$ cat src/rtl/chainFifoPkg.sv
package chainFifoPkg;

  // strobes from the token control to the storage datapath
  typedef struct packed {
    logic wrFire;
    logic rdFire;
  } strobe_t;

  // storage state reported back to the token control
  typedef struct packed {
    logic empty;
    logic full;
    logic wrAtLast;
    logic rdAtLast;
  } status_t;

endpackage

$ cat src/rtl/chainRingPtr.sv
module chainRingPtr #(
  parameter int DEPTH = 256,
  localparam int PW = $clog2(DEPTH)
) (
  input  logic          clk,
  input  logic          rstN,
  input  logic          advance,
  output logic [PW-1:0] ptr,
  output logic          atLast
);

  localparam logic [PW-1:0] LAST = PW'(DEPTH - 1);

  assign atLast = (ptr == LAST);

  always_ff @(posedge clk) begin
    if (!rstN)        ptr <= '0;
    else if (advance) ptr <= atLast ? '0 : ptr + 1'b1;
  end

endmodule

$ cat src/rtl/chainFifoData.sv
module chainFifoData
  import chainFifoPkg::*;
#(
  parameter int WIDTH = 9,
  parameter int DEPTH = 256
) (
  input  logic             clk,
  input  logic             rstN,
  input  strobe_t          strobe,
  input  logic [WIDTH-1:0] wrData,
  output status_t          status,
  output logic [WIDTH-1:0] rdData,
  output logic             rdValid
);

  localparam int PW = $clog2(DEPTH);
  localparam int CW = $clog2(DEPTH + 1);
  localparam logic [CW-1:0] CAP = CW'(DEPTH);

  logic [WIDTH-1:0] mem [DEPTH];
  logic [PW-1:0]    wrPtr, rdPtr;
  logic             wrLast, rdLast;
  logic [CW-1:0]    count;

  chainRingPtr #(.DEPTH(DEPTH)) u_wrPtr (
    .clk(clk), .rstN(rstN), .advance(strobe.wrFire), .ptr(wrPtr), .atLast(wrLast)
  );

  chainRingPtr #(.DEPTH(DEPTH)) u_rdPtr (
    .clk(clk), .rstN(rstN), .advance(strobe.rdFire), .ptr(rdPtr), .atLast(rdLast)
  );

  always_comb begin
    status.empty    = (count == '0);
    status.full     = (count == CAP);
    status.wrAtLast = wrLast;
    status.rdAtLast = rdLast;
  end

  always_ff @(posedge clk) begin
    if (strobe.wrFire) mem[wrPtr] <= wrData;
  end

  always_ff @(posedge clk) begin
    if (!rstN) begin
      count <= '0;
    end else begin
      case ({strobe.wrFire, strobe.rdFire})
        2'b10:   count <= count + 1'b1;
        2'b01:   count <= count - 1'b1;
        default: count <= count;
      endcase
    end
  end

  always_ff @(posedge clk) begin
    if (!rstN) begin
      rdData  <= '0;
      rdValid <= 1'b0;
    end else begin
      rdData  <= strobe.rdFire ? mem[rdPtr] : '0;
      rdValid <= strobe.rdFire;
    end
  end

  assert_no_overflow_R7: assert property (@(posedge clk) disable iff (!rstN)
    status.full |-> !strobe.wrFire);

  assert_no_underflow_R7: assert property (@(posedge clk) disable iff (!rstN)
    status.empty |-> !strobe.rdFire);

  assert_count_bound_R8: assert property (@(posedge clk) disable iff (!rstN)
    count <= CAP);

  assert_reset_clear_R1: assert property (@(posedge clk)
    !rstN |=> (count == '0 && !rdValid && rdData == '0));

  assert_ptrs_meet_when_empty_R8: assert property (@(posedge clk) disable iff (!rstN)
    status.empty |-> (wrPtr == rdPtr));

endmodule

$ cat src/rtl/chainFifoCtrl.sv
module chainFifoCtrl
  import chainFifoPkg::*;
(
  input  logic    clk,
  input  logic    rstN,
  input  logic    firstLoadN,
  input  logic    expandIn,
  input  logic    wrEn,
  input  logic    rdEn,
  input  status_t status,
  output strobe_t strobe,
  output logic    expandOut
);

  logic wrOwn, rdOwn;
  logic passRead;      // kind of the next token to arrive: 0 write, 1 read
  logic takeWr, takeRd;
  logic wrPass, rdPass;

  always_comb begin
    takeWr        = expandIn & ~passRead;
    takeRd        = expandIn &  passRead;
    strobe.wrFire = wrEn & (wrOwn | takeWr) & ~status.full;
    strobe.rdFire = rdEn & (rdOwn | takeRd) & ~status.empty;
    wrPass        = strobe.wrFire & status.wrAtLast;
    rdPass        = strobe.rdFire & status.rdAtLast;
  end

  always_ff @(posedge clk) begin
    if (!rstN) begin
      wrOwn     <= ~firstLoadN;
      rdOwn     <= ~firstLoadN;
      passRead  <= 1'b0;
      expandOut <= 1'b0;
    end else begin
      if (wrPass)      wrOwn <= 1'b0;
      else if (takeWr) wrOwn <= 1'b1;
      if (rdPass)      rdOwn <= 1'b0;
      else if (takeRd) rdOwn <= 1'b1;
      if (expandIn)    passRead <= ~passRead;
      expandOut <= wrPass | rdPass;
    end
  end

  assert_reset_tokens_R1: assert property (@(posedge clk)
    !rstN |=> (wrOwn == rdOwn && !expandOut));

  assert_write_token_new_R6: assert property (@(posedge clk) disable iff (!rstN)
    (expandIn && !passRead) |-> !wrOwn);

  assert_read_token_new_R6: assert property (@(posedge clk) disable iff (!rstN)
    (expandIn && passRead) |-> !rdOwn);

  assert_single_pass_R4: assert property (@(posedge clk) disable iff (!rstN)
    !(wrPass && rdPass));

  assert_write_pass_pulse_R4: assert property (@(posedge clk) disable iff (!rstN)
    $fell(wrOwn) |-> expandOut);

  assert_read_pass_pulse_R5: assert property (@(posedge clk) disable iff (!rstN)
    $fell(rdOwn) |-> expandOut);

endmodule

$ cat src/rtl/chainFifoSlice.sv
module chainFifoSlice
  import chainFifoPkg::*;
#(
  parameter int WIDTH = 9,
  parameter int DEPTH = 256
) (
  input  logic             clk,
  input  logic             rstN,
  input  logic             firstLoadN,
  input  logic             expandIn,
  input  logic             wrEn,
  input  logic [WIDTH-1:0] wrData,
  input  logic             rdEn,
  output logic [WIDTH-1:0] rdData,
  output logic             rdValid,
  output logic             emptyN,
  output logic             fullN,
  output logic             expandOut
);

  strobe_t strobe;
  status_t status;

  chainFifoCtrl u_ctrl (
    .clk(clk), .rstN(rstN), .firstLoadN(firstLoadN), .expandIn(expandIn),
    .wrEn(wrEn), .rdEn(rdEn), .status(status), .strobe(strobe),
    .expandOut(expandOut)
  );

  chainFifoData #(.WIDTH(WIDTH), .DEPTH(DEPTH)) u_data (
    .clk(clk), .rstN(rstN), .strobe(strobe), .wrData(wrData),
    .status(status), .rdData(rdData), .rdValid(rdValid)
  );

  assign emptyN = ~status.empty;
  assign fullN  = ~status.full;

  assert_valid_has_data_R3: assert property (@(posedge clk) disable iff (!rstN)
    rdValid |-> $past(emptyN));

endmodule

$ cat config.mk
export PLATFORM = sky130hd
export DESIGN_NAME = chainFifoSlice
export DESIGN_NICKNAME = d
export VERILOG_FILES = /design/src/rtl/chainFifoPkg.sv /design/src/rtl/chainRingPtr.sv /design/src/rtl/chainFifoData.sv /design/src/rtl/chainFifoCtrl.sv /design/src/rtl/chainFifoSlice.sv
export SDC_FILE = /design/constraint.sdc
export NUM_CORES = 2
export LEC_CHECK = 0
export ABC_CLOCK_PERIOD_IN_PS = 10500
export BUFFER_PORTS_ARGS = -buffer_cell sky130_fd_sc_hd__buf_2
export CAP_MARGIN = 25
export CORE_MARGIN = 3
export CORE_UTILIZATION = 35
export DETAILED_ROUTE_END_ITERATION = 16
export GPL_TIMING_DRIVEN = 0
export MAX_ROUTING_LAYER = met4
export SLEW_MARGIN = 20
export SYNTH_ARGS = -nofsm -noshare
export SYNTH_HDL_FRONTEND = slang
export SYNTH_SLANG_ARGS = --single-unit
$ cat constraint.sdc
create_clock -name clk -period 10.5 [get_ports clk]
set_clock_uncertainty 0.15 [all_clocks]
set_input_delay 0.525 -clock clk [delete_from_list [all_inputs] [get_ports clk]]
set_output_delay 0.525 -clock clk [all_outputs]
set_load 0.02 [all_outputs]
======== Word-level counts from Yosys, hierarchy flattened ========
Memories as Yosys holds them, arrays and structs flattened. A register that Yosys moved wholly into a read port is not among the register bits.
Cells that the tools add are included.
word-level totals
  bits in registers ....................... 30
  bits in writable memories ............... 2304
  input port bits ......................... 15
  output and inout bits ................... 13
  logic and storage cells ................. 50
  memories ................................ 1
memory list
  name        words  width  read ports  clocked after memory_dff  wr ports  line                 source
  u_data.mem  256    9      1           1                         1         chainFifoData.sv:20  logic [WIDTH-1:0] mem [DEPTH];
cells by class
  add/sub/neg operators ................... 4
  eq/ne operators ......................... 7
  multiplexer cells ....................... 11
  bitwise logic cells ..................... 15
  reduce and logical (&&, ||, !) cells .... 4
operators with widths
  kind                   number
  $pmux W9 S2            1
  $add A8 B1 Y8 const B  2
  $eq A8 B8 Y1 const B   2
  $mux W8                2
  $add A9 B1 Y9 const B  1
  $eq A9 B9 Y1 const B   1
  $logic_not A9 Y1       1
  $sub A9 B1 Y9 const B  1
  $and A1 B1 Y1          8
  $mux W1                8
  $ne A3 B1 Y1 const B   2
  $not A1 Y1             4
  $or A1 B1 Y1           3
  $eq A2 B1 Y1 const B   1
  $eq A2 B2 Y1 const B   1
  $reduce_and A2 Y1      1
  $reduce_bool A2 Y1     1
  $logic_not A1 Y1       1

======== Depth between registers and ports, before layout ========
  depth in word-level cells ............... 8
  depth in mapped cells ................... 14
  depth with buffers taken out ............ 13

======== Modules after synthesis ========
A second synthesis with hierarchy kept.
unflattened totals
  cells, all modules ...................... 4682
  area, all modules ....................... 92987.9 um^2
by module, submodules not included
  module          instances  cells an instance  area an instance (um^2)  seq. area each (um^2)
  chainFifoData   1          4580               92015.8                  69566.7
  chainRingPtr    2          40                 371.6                    160.2
  chainFifoCtrl   1          20                 221.5                    100.1
  chainFifoSlice  1          2                  7.5                      0.0

======== Worst setup path after synthesis ========
Ideal clock, no wire load.
  kind .................................... reg-to-reg
  start point ............................. register u_data.count[0]
  end point ............................... register u_data.count[8]
  setup time .............................. 0.072 ns
  arrival ................................. 3.541 ns
  data required time ...................... 10.278 ns
  slack ................................... 6.737 ns
  stages on the path, launching flop included .. 15
  buffers on the path ..................... 1
  clock period less this slack ............ 3.763 ns
  path through ............................ dfxtp_1 -> nor4_1 -> nand3_1 -> o211a_1 -> clkbuf_1 -> inv_1 -> ha_1 -> ha_1 -> a21o_1 -> a21oi_1 -> o21bai_1 -> a2111oi_0 -> nor3_1 -> mux2i_1 -> mux2i_1
between the ends
  longest elaborated chain between the ends .. 5
  elaborated cells between the ends (all ways) .. 12
  classes of those cells .................. add/sub: 2; eq/ne: 3; mux: 1; bitwise: 4; reduce/logical: 2
ends and longest elaborated chain
  what                                                      line                  source
  from (decl)                                               chainFifoData.sv:23   logic [CW-1:0] count;
  from (signal assigned)                                    chainFifoData.sv:49   2'b10: count <= count + 1'b1;
  from (signal assigned)                                    chainFifoData.sv:50   2'b01: count <= count - 1'b1;
  from (signal assigned)                                    chainFifoData.sv:51   default: count <= count;
  $eq A9 B9 Y1 (*)                                          chainFifoData.sv:35   status.full = (count == CAP);
  $not A1 Y1 (*)                                            --
  net fullN                                                 chainFifoSlice.sv:17  output logic fullN,
  $and A1 B1 Y1 (*)                                         chainFifoCtrl.sv:23   strobe.wrFire = wrEn & (wrOwn | takeWr) & ~status.full;
  $eq A2 B1 Y1 / $eq A2 B2 Y1 (equally long branches)       chainFifoData.sv:48   case ({strobe.wrFire, strobe.rdFire})
  $pmux W9 S2 / $reduce_bool A2 Y1 (equally long branches)  --
Mark *: on every way through the listed nets, which the timed path passes. The rest lies on a longest branch.
A chain may end at the register's enable or synchronous reset.

==> run summary <==
Syn nets: 4252
Area leader, netlist: edfxtp_1
Top cells by count, synth: 2306 x edfxtp_1, 589 x mux4_2, 294 x nor2_1
DRC: 0
Drt via density: 6.299
CP peak stage delay: 800 ps
Mapped Area: 90740 um2
Relative slew slack: 9.403%
Synthesized instance count: 4223
Net Sw Frac: 27.45%
Final GP Congestion: 1.040
Number of global-route vias before repair: 48390
Syn avg cell area: 21.49 um2
Clock transition at path regs: 60 ps
CTS Buf Count: 229
Post-synth top area share: 76.31%
Routed Antenna Nets: 0
Initial antenna violation count: 39
Area growth, synth to finish: 16.13%
Placeable Area: 257400 um2
Max Cap Viol: 0
Largest net degree at the start of global routing: 129
Reg power frac: 46.7%
Worst path slowest cell: buf_2
Seq cells post-synth: 2343
Fin crit share: 67.58%
Post-DP HPWL: 237.0 mm
Delay-heaviest family, CP: buffers and inverters
CTS tree: built
Library cells used by synthesis: 66
Crit path top cell by count: buf_2
Total number of vias: 51960
Initial Util: 35.25%
Combinational Power Share: 15.6%
H-tree depth: 4
Die width: 515.2 um
Dpl ws: 3898 ps
Int Power: 0.01605 W
Predominant post-synthesis flop cell: edfxtp_1
Design Area, Final: 105400 um2
CP Capture Type: flop
Clock Latency Late Sink: 870 ps
Register area: 69990 um2
Top cells by area, synth: edfxtp_1 76%, mux4_2 15%, nor2_1 1.2%
Gr ovfl total: 0
P_sw: 0.006071 W
1st-pass router iterations: 8
First-pass GRT wire length: 464.3 mm
Multi-input gate area: 19540 um2
Root buffer cell: clkbuf_16
Status: complete, no violations
Number of port buffers: 26
Final WL: 357.5 mm
Slew Limit Fails: 0
Total Nets Final: 4659
Final min period: 7096 ps
Async SR Flop Fraction: 0%
Warning count from the yosys run: 0
Critical path class: flop to flop
CP cell instances: buf_2, buf_2, buf_2, buf_2, buf_4, buf_2, mux2i_1, o21ai_0, o21ai_0, nand4_1
Hold Fails Final Rpt: 0
Clock share of power: 37.7%
Setup_tns: 0 ps
Fmax: 140.9 MHz
Leakage power total: 32.10 nW
Hold/Removal Path Class: input port to flop
VDD IR-drop max: 155.7 uV
Unrepaired setup endpoints after global routing: no
I/O Pins: 28
Total GRT Usage: 27.34%
Clock sink count: 2343
Most numerous cell in the Yosys netlist: edfxtp_1
Crit path DAT: 7500 ps
Row count: 186
Die Y: 515.2 um
Finish-stage setup viols: 0
Area after DPL: 97280 um2
Bufs on Longest Clock Path: 3
Routed wire per std cell: 43.33 um
Final WS setup: 3404 ps
Critical Path RT: 10900 ps
Die Area: 265400 um2
Post-synthesis sequential area ratio: 77.13%
Worst-Margin Slew: 1349 ps
PostCTS Resize Cnt: 0
Filler cell count: 22480
Critical Path Start Type: flop
Pwr dens: 209.9 nW/um2
Iteration-0 DRC Markers: 10380
Layout cells sized above 1: 28.12%
EDFF count, synth: 2306
CP bufs+invs: 6
Worst-path maximum fanout: 12
==> layout make-up <==
cell class	count	share of cell area, %
Timing Repair Buffer	176	2.454
Antenna cell	35	0.08311
Clock buffer	281	5.671
Tap cell	3384	4.018
Sequential cell	2343	66.41
Buffer	250	1.345
Multi-Input combinational cell	1616	18.54
Clock inverter	150	1.426
Inverter	14	0.04987
==> stage by stage <==
step	util, %	std cells	total power (W)	hold slack, ps
floorplan	-	4223	0.01210	301.3
global placement	36.95	7633	0.01379	319.1
detailed placement	37.79	7724	0.01385	345.7
CTS	40.74	8166	0.02197	6.133
global route	40.92	8230	0.02244	46.07
finish	40.94	8249	0.02212	46.58
==> metal layers <==
| metal | wire (um) | up-vias | share of wire [%] | track usage (%) |
|---|---|---|---|---|
| met5 | 0 | - | 0 | - |
| met4 | 28250 | 0 | 7.9 | 17.09 |
| met3 | 51440 | 1031 | 14 | 10.39 |
| met2 | 154700 | 4540 | 43 | 38.49 |
| met1 | 123000 | 27780 | 34 | 33.12 |
| li1 | - | 18620 | - | - |
==> power groups by stage <==
stage | Combinational [W] | Sequential, W | Clock (W)
after floorplan | 0.00157 | 0.0105 | 0
after global placement | 0.00323 | 0.0106 | 0
after detailed placement | 0.00332 | 0.0105 | 0
after CTS | 0.00333 | 0.0103 | 0.00832
after global routing | 0.00342 | 0.0103 | 0.00870
final | 0.00346 | 0.0103 | 0.00833
==> flip-flops by register name, indices dropped and copies added (netlist names) <==
signal              flops
u_ctrl.passRead         1
u_data.mem           2304
u_ctrl.wrOwn            1
u_data.rdValid          1
u_data.count            9
u_data.rdData           9
u_data.u_rdPtr.ptr      8
u_data.u_wrPtr.ptr      8
u_ctrl.rdOwn            1
u_ctrl.expandOut        1
==> worst register-to-register path, delay by kind of cell, from the launching register on <==
| kind | cells | cell delay [ps] |
|---|---|---|
| muxes | 1 | 730 |
| and+or+nand+nor | 1 | 570 |
| buffers and inverters | 6 | 4000 |
| DFF | 1 | 340 |
| AOI/OAI and AO/OA | 2 | 990 |
==> final timing paths <==
path	from	endpoint	slack [ps]	cells after the start
worst max-delay path	u_data.u_rdPtr.ptr[1]	u_data.rdData[3]	3400	10
worst min-delay path	rdEn	u_data.u_rdPtr.ptr[0]	50	5
worst max register to register	u_data.u_rdPtr.ptr[1]	u_data.rdData[3]	3400	10
worst min register to register	u_data.count[8]	u_data.count[8]	350	2
==> placed cells by master (no fill, tap or decap), drive strengths merged, types with 10 or more instances in the layout <==
master       instances
edfxtp            2306
inv                 22
a211oi              13
and3                10
a22o                27
o21ai               36
nor3                30
dlygate4sd3         11
ha                  13
mux4               589
and2                20
nor4                11
clkbuf             389
nor2b               30
o22ai               48
nand2               90
mux2                13
a31oi               11
mux2i               61
bufinv              23
a2111oi             12
a22oi               74
dfxtp               37
buf                307
nor2               294
nand3               46
a221oi              20
diode               35
clkinv             114
a21oi               52
xnor2               15
==> cell families (layout without fill, tap and decap cells) <==
| family | count (synthesis) | in the layout | synth area share (%) |
|---|---|---|---|
| AOI/OAI and AO/OA | 347 | 347 | 2.690 |
| xor gates and xnor gates | 20 | 20 | 0.1930 |
| adders and majority gates | 14 | 14 | 0.2013 |
| buffers and inverters | 264 | 871 | 1.533 |
| DFF | 2343 | 2343 | 77.13 |
| muxes | 663 | 663 | 15.45 |
| other | 0 | 35 | 0 |
| and+or+nand+nor | 572 | 572 | 2.799 |
==> timing repair <==
item                      4_1_cts  5_1_grt
hold endpoints to repair      347        0
hold buffers                   11        0
setup buffers                   0        0
(Power assumes the default switching activity.)
